[config.mk]
export PLATFORM = sky130hd
export DESIGN_NAME = lcd_hline_gen
export DESIGN_NICKNAME = d
export VERILOG_FILES = /design/src/rtl/lcd_hline_pkg.sv /design/src/rtl/lcd_hline_shadow.sv /design/src/rtl/lcd_hline_seq.sv /design/src/rtl/lcd_hline_pclk.sv /design/src/rtl/lcd_hline_gen.sv
export SDC_FILE = /design/constraint.sdc
export NUM_CORES = 1
export LEC_CHECK = 0
export BUFFER_PORTS_ARGS = -buffer_cell sky130_fd_sc_hd__buf_2
export CAP_MARGIN = 10
export CORE_AREA = 8 8 61 63
export CTS_CLUSTER_DIAMETER = 30
export CTS_CLUSTER_SIZE = 16
export DETAILED_ROUTE_END_ITERATION = 6
export DIE_AREA = 0 0 69 71
export HOLD_SLACK_MARGIN = 0.05
export PLACE_DENSITY = 0.85
export SLEW_MARGIN = 5
export SYNTH_ARGS = -nofsm -noshare
export SYNTH_HDL_FRONTEND = slang
export SYNTH_SLANG_ARGS = --single-unit
[constraint.sdc]
create_clock -name clk -period 5.35 [get_ports clk]
set_input_delay 1.07 -clock clk [delete_from_list [all_inputs] [get_ports clk]]
set_output_delay 1.07 -clock clk [all_outputs]
set_load 0.005 [all_outputs]
[src/rtl/lcd_hline_pkg.sv]
package lcd_hline_pkg;
  typedef enum logic [1:0] {
    PH_PIX  = 2'd0,
    PH_EOL  = 2'd1,
    PH_SYNC = 2'd2
  } hphase_e;
endpackage

[src/rtl/lcd_hline_shadow.sv]
module lcd_hline_shadow #(
  parameter int ELW_W = 8,
  parameter int HSW_W = 6
) (
  input  logic             clk,
  input  logic             rst_n,
  input  logic             load,
  input  logic [ELW_W-1:0] cfg_elw,
  input  logic [HSW_W-1:0] cfg_hsw,
  output logic [ELW_W-1:0] sh_elw,
  output logic [HSW_W-1:0] sh_hsw
);
  // Capture during reset and at each line start
  always_ff @(posedge clk) begin
    if (!rst_n || load) begin
      sh_elw <= cfg_elw;
      sh_hsw <= cfg_hsw;
    end
  end
endmodule

[src/rtl/lcd_hline_seq.sv]
module lcd_hline_seq
  import lcd_hline_pkg::*;
#(
  parameter int CNT_W = 10,
  parameter int ELW_W = 8,
  parameter int HSW_W = 6
) (
  input  logic             clk,
  input  logic             rst_n,
  input  logic             tick,
  input  logic [CNT_W-1:0] pix_last,
  input  logic [ELW_W-1:0] sh_elw,
  input  logic [HSW_W-1:0] sh_hsw,
  output hphase_e          phase,
  output logic [CNT_W-1:0] cnt,
  output logic             cnt_zero,
  output logic             line_start
);
  function automatic logic [CNT_W-1:0] widen_elw(input logic [ELW_W-1:0] v);
    return CNT_W'(v);
  endfunction

  function automatic logic [CNT_W-1:0] widen_hsw(input logic [HSW_W-1:0] v);
    return CNT_W'(v);
  endfunction

  assign cnt_zero   = (cnt == '0);
  assign line_start = tick && (phase == PH_SYNC) && cnt_zero;

  always_ff @(posedge clk) begin
    if (!rst_n) begin
      phase <= PH_PIX;
      cnt   <= pix_last;
    end else if (tick) begin
      unique case (phase)
        PH_PIX: begin
          if (cnt_zero) begin
            phase <= PH_EOL;
            cnt   <= widen_elw(sh_elw);
          end else begin
            cnt <= cnt - 1'b1;
          end
        end
        PH_EOL: begin
          if (cnt_zero) begin
            phase <= PH_SYNC;
            cnt   <= widen_hsw(sh_hsw);
          end else begin
            cnt <= cnt - 1'b1;
          end
        end
        PH_SYNC: begin
          if (cnt_zero) begin
            phase <= PH_PIX;
            cnt   <= pix_last;
          end else begin
            cnt <= cnt - 1'b1;
          end
        end
        default: begin
          phase <= PH_PIX;
          cnt   <= pix_last;
        end
      endcase
    end
  end
endmodule

[src/rtl/lcd_hline_pclk.sv]
module lcd_hline_pclk (
  input  logic clk,
  input  logic rst_n,
  input  logic tick,
  input  logic run,
  output logic pclk
);
  always_ff @(posedge clk) begin
    if (!rst_n)          pclk <= 1'b0;
    else if (tick && run) pclk <= ~pclk;
  end
endmodule

[src/rtl/lcd_hline_gen.sv]
module lcd_hline_gen
  import lcd_hline_pkg::*;
#(
  parameter int PPL_W    = 10,
  parameter int PAD_BITS = 4,
  parameter int ELW_W    = 8,
  parameter int HSW_W    = 6
) (
  input  logic             clk,
  input  logic             rst_n,
  input  logic             pix_tick,
  input  logic [PPL_W-1:0] cfg_ppl,
  input  logic [ELW_W-1:0] cfg_elw,
  input  logic [HSW_W-1:0] cfg_hsw,
  input  logic             active_mode,
  input  logic             hsync_pol,
  output logic             pclk_out,
  output logic             pix_valid,
  output logic             lclk_out,
  output logic             line_done
);
  localparam int MAX_A = (PPL_W > ELW_W) ? PPL_W : ELW_W;
  localparam int CNT_W = (MAX_A > HSW_W) ? MAX_A : HSW_W;

  // Last pixel index: masked field + 16 - 1, i.e. the pad bits forced to ones
  function automatic logic [CNT_W-1:0] last_pix_idx(input logic [PPL_W-1:0] f);
    return CNT_W'(f | PPL_W'((1 << PAD_BITS) - 1));
  endfunction

  hphase_e              phase;
  logic [CNT_W-1:0]     cnt;
  logic                 cnt_zero;
  logic                 line_start;
  logic [ELW_W-1:0]     sh_elw;
  logic [HSW_W-1:0]     sh_hsw;
  logic [CNT_W-1:0]     pix_last;
  logic                 in_pix;
  logic                 in_sync;

  assign pix_last = last_pix_idx(cfg_ppl);
  assign in_pix   = (phase == PH_PIX);
  assign in_sync  = (phase == PH_SYNC);

  lcd_hline_shadow #(.ELW_W(ELW_W), .HSW_W(HSW_W)) shadow_i (
    .clk     (clk),
    .rst_n   (rst_n),
    .load    (line_start),
    .cfg_elw (cfg_elw),
    .cfg_hsw (cfg_hsw),
    .sh_elw  (sh_elw),
    .sh_hsw  (sh_hsw)
  );

  lcd_hline_seq #(.CNT_W(CNT_W), .ELW_W(ELW_W), .HSW_W(HSW_W)) seq_i (
    .clk        (clk),
    .rst_n      (rst_n),
    .tick       (pix_tick),
    .pix_last   (pix_last),
    .sh_elw     (sh_elw),
    .sh_hsw     (sh_hsw),
    .phase      (phase),
    .cnt        (cnt),
    .cnt_zero   (cnt_zero),
    .line_start (line_start)
  );

  lcd_hline_pclk pclk_i (
    .clk   (clk),
    .rst_n (rst_n),
    .tick  (pix_tick),
    .run   (active_mode || in_pix),
    .pclk  (pclk_out)
  );

  assign pix_valid = pix_tick && in_pix;
  assign line_done = line_start;
  assign lclk_out  = in_sync ? hsync_pol : ~hsync_pol;
endmodule

==> metrics.md <==
| Metric | Value |
|---|---|
| CP required | 4.28 ns |
| GRT overflow | 0 |
| Largest net degree at the start of global routing | 22 |
| Synth Flop Type | edfxtp_1 |
| Die Height | 71 µm |
| Worst setup EP type | output pin |
| R2r worst-path depth | 6 |
| Pre-antenna DRT Iters | 7 |
| Status | complete, no violations |
| Mapped cell area | 0.00149 mm² |
| Final Slew Violations | 0 |
| Post-route antenna net violation count | 0 |
| Initial DRC count | 87 |
| Vias post-DR | 1215 |
| Worst Hold Depth | 1 |
| Slew @ Worst Pin | 0.675 ns |
| Vias in the first global route | 1225 |
| Final worst path period share | 59.7% |
| Core Box Area | 0.00285 mm² |
| Fmax | 313 MHz |
| Post-Synthesis Cells | 147 |
| Flop pwr share | 65.5% |
| Final core occ | 58.1% |
| Starting Density | 52.2% |
| RSZ-0062 raised after global routing | false |
| First-pass GRT wire length | 5400 µm |
| # setup viols final | 0 |
| Clock Path Buffers | 2 |
| Hold Buf Count CTS | 0 |
| Layout cells sized above 1 | 22.9% |
| Hold path endpoint | seq_i.cnt[1] |
| Worst min-delay path category | reg2reg |
| Num CTS Buffers | 3 |
| Final min period | 3.19 ns |
| Rel. slew slack | 54.9% |
| # DRC | 0 |
| Net count, final | 202 |
| HPWL Detailed | 2420 µm |
| Count of state elements after synthesis | 27 |
| Post-CTS setup buffers | 0 |
| Setup_tns | 0 ns |
| Initial antenna violation count | 0 |
| Io pins | 33 |
| Hold Vio Cnt, Final | 0 |
| # Max-Cap Violations | 0 |
| Crit path kind | reg2out |
| Drt total wl | 3180 µm |
| Syn nets | 178 |
| Switching pwr | 0.0935 mW |
| Library cells used by synthesis | 47 |
| Power Dens Cells | 235 mW/mm² |
| Worst VDD drop | 0.207 mV |
| CP Launch Type | flop |
| RR Endpoint | shadow_i.sh_hsw[4] |
| Ys async rst share | 0% |
| FP Rows | 20 |
| Average cell area after synthesis | 10.1 µm² |
| Internal Power | 0.295 mW |
| Final WS setup | 2.16 ns |
| Number of synthesized flops with an enable pin | 20 |
| Worst Path Max Fanout | 6 |
| Sequential share of the synthesized area | 49.7% |
| Vias per cell | 5.99 |
| Clock transition at path regs | 0.13 ns |
| DR WL/cell | 15.7 µm |
| CP arrival | 2.12 ns |
| R2R Path Start | seq_i.cnt[0] |
| Power Total | 0.389 mW |
| Dpl ws | 2.52 ns |
| Clock share of power | 22.2% |
| H-tree levels | 1 |
| Clock Latency Late Sink | 0.32 ns |
| CTS tree | yes |
| CTS sink count | 27 |
| CTS-repair resized insts | 0 |
| Comb pwr share | 12.2% |
| HP Start | seq_i.cnt[1] |
| Diode count | 0 |
| Final Wtd Congestion | 0.865 |
| Clock Skews | 0.00173 ns |
| R2R setup slack | 2.86 ns |
| Synth warnings | 0 |
| Clk root buf | clkbuf_4 |
| Layout area overhead | 11.3% |
| Leakage | 0.633 nW |
| Die width | 69 µm |
| Die Area | 0.00490 mm² |
| Sw frac | 24.1% |
| Port Buffers | 28 |
| All-Layer GR Usage | 13.1% |
==> worst max path at each step <==
stage / startpoint / end / slack [ns] / depth (start not counted)
4_1_cts: seq_i.cnt[0] / line_done / 2.17 / 6
3_5_place_dp: pix_tick / line_done / 2.52 / 4
3_3_place_gp: pix_tick / line_done / 2.52 / 4
5_1_grt: seq_i.cnt[0] / line_done / 2.04 / 6
6_report: seq_i.cnt[0] / line_done / 2.16 / 6
2_1_floorplan: pix_tick / line_done / 2.71 / 3
==> Yosys cell counts (2+ instances only) <==
| library cell | instances | area [µm²] |
|---|---|---|
| inv_1 | 5 | 18.8 |
| nor2_1 | 6 | 22.5 |
| o22ai_1 | 2 | 12.5 |
| edfxtp_1 | 20 | 601 |
| ha_1 | 2 | 25.0 |
| o21ai_0 | 11 | 55.1 |
| xnor2_1 | 4 | 35.0 |
| a22oi_1 | 3 | 22.5 |
| nand2b_1 | 6 | 37.5 |
| nand2_1 | 14 | 52.6 |
| o31ai_1 | 2 | 15.0 |
| a21oi_1 | 7 | 35.0 |
| and2_1 | 2 | 12.5 |
| clkbuf_1 | 4 | 15.0 |
| o21a_1 | 2 | 15.0 |
| nand4_1 | 3 | 18.8 |
| nand3_1 | 7 | 35.0 |
| buf_1 | 2 | 7.51 |
| dfxtp_1 | 7 | 140 |
| nor2b_1 | 2 | 12.5 |
| nor3_1 | 4 | 20.0 |
| buf_2 | 2 | 10.0 |
| a31oi_1 | 2 | 12.5 |
| mux2_2 | 4 | 45.0 |
| xor2_1 | 2 | 17.5 |
==> registers in the layout, indices dropped and copies added, names as in the netlist <==
| register | flops |
|---|---|
| seq_i.cnt | 10 |
| shadow_i.sh_elw | 8 |
| shadow_i.sh_hsw | 6 |
| seq_i.phase | 2 |
| pclk_i.pclk | 1 |
==> placed cells by master, fill, tap and decap left out, types with 3 or more instances in the layout <==
cell / n
edfxtp_1: 20
clkbuf_4: 3
nand2_1: 14
inv_1: 5
nor3_1: 4
a22oi_1: 3
nand3_1: 7
nand4_1: 3
a21oi_1: 7
buf_2: 28
mux2_2: 4
nor2_1: 6
o21ai_0: 11
nand2b_1: 6
dfxtp_1: 7
xnor2_1: 4
==> critical path, cell delays in order, from the launching register on <==
cell	delay [ns]
dfxtp_1	0.36
inv_1	0.13
ha_1	0.19
nor4b_2	0.37
nand3_1	0.33
nor3_1	0.27
buf_2	0.15
==> cell type report <==
cell class              instances  area [µm²]
clock buffers                   4        26.3
fillers                       247        1200
inverters                       5        18.8
multi-input cells             106         689
flip-flops and latches         27         741
well taps                      33        41.3
repair buffers                 28         140
==> layer usage <==
| layer | track usage, % | vias to the layer above | part of all wire [%] |
|---|---|---|---|
| li1 | - | 600 | - |
| met1 | 13.5 | 551 | 41 |
| met2 | 23.8 | 53 | 49 |
| met3 | 4.06 | 11 | 7.2 |
| met4 | 6.15 | 0 | 2.6 |
| met5 | 0 | - | 0 |
==> cells by family after synthesis <==
logic type / after synthesis / synth area share [%]
buf+inv: 14 / 3.95
compound gates: 41 / 18.3
fa+ha+maj: 2 / 1.68
mux: 5 / 3.70
simple gates: 52 / 19.1
xor+xnor: 6 / 3.53
flops: 27 / 49.7
==> power groups by stage <==
stage               Clock [mW]  Combinational (mW)  Sequential, mW
finish                  0.0865              0.0475           0.255
global route            0.0976              0.0531           0.257
CTS                     0.0885              0.0475           0.255
detailed placement           0              0.0470           0.260
global placement             0              0.0446           0.258
floorplan                    0              0.0307           0.256
==> metrics by stage <==
| step | area, µm² | std cells | hold WS (ns) |
|---|---|---|---|
| 2_1_floorplan | 1490 | 147 | 0.509 |
| 3_3_place_gp | 1630 | 199 | 0.529 |
| 3_5_place_dp | 1630 | 199 | 0.543 |
| 4_1_cts | 1660 | 203 | 0.577 |
| 5_1_grt | 1660 | 203 | 0.602 |
| 6_report | 1660 | 203 | 0.587 |
No activity file was read; power rests on OpenSTA's default activity.
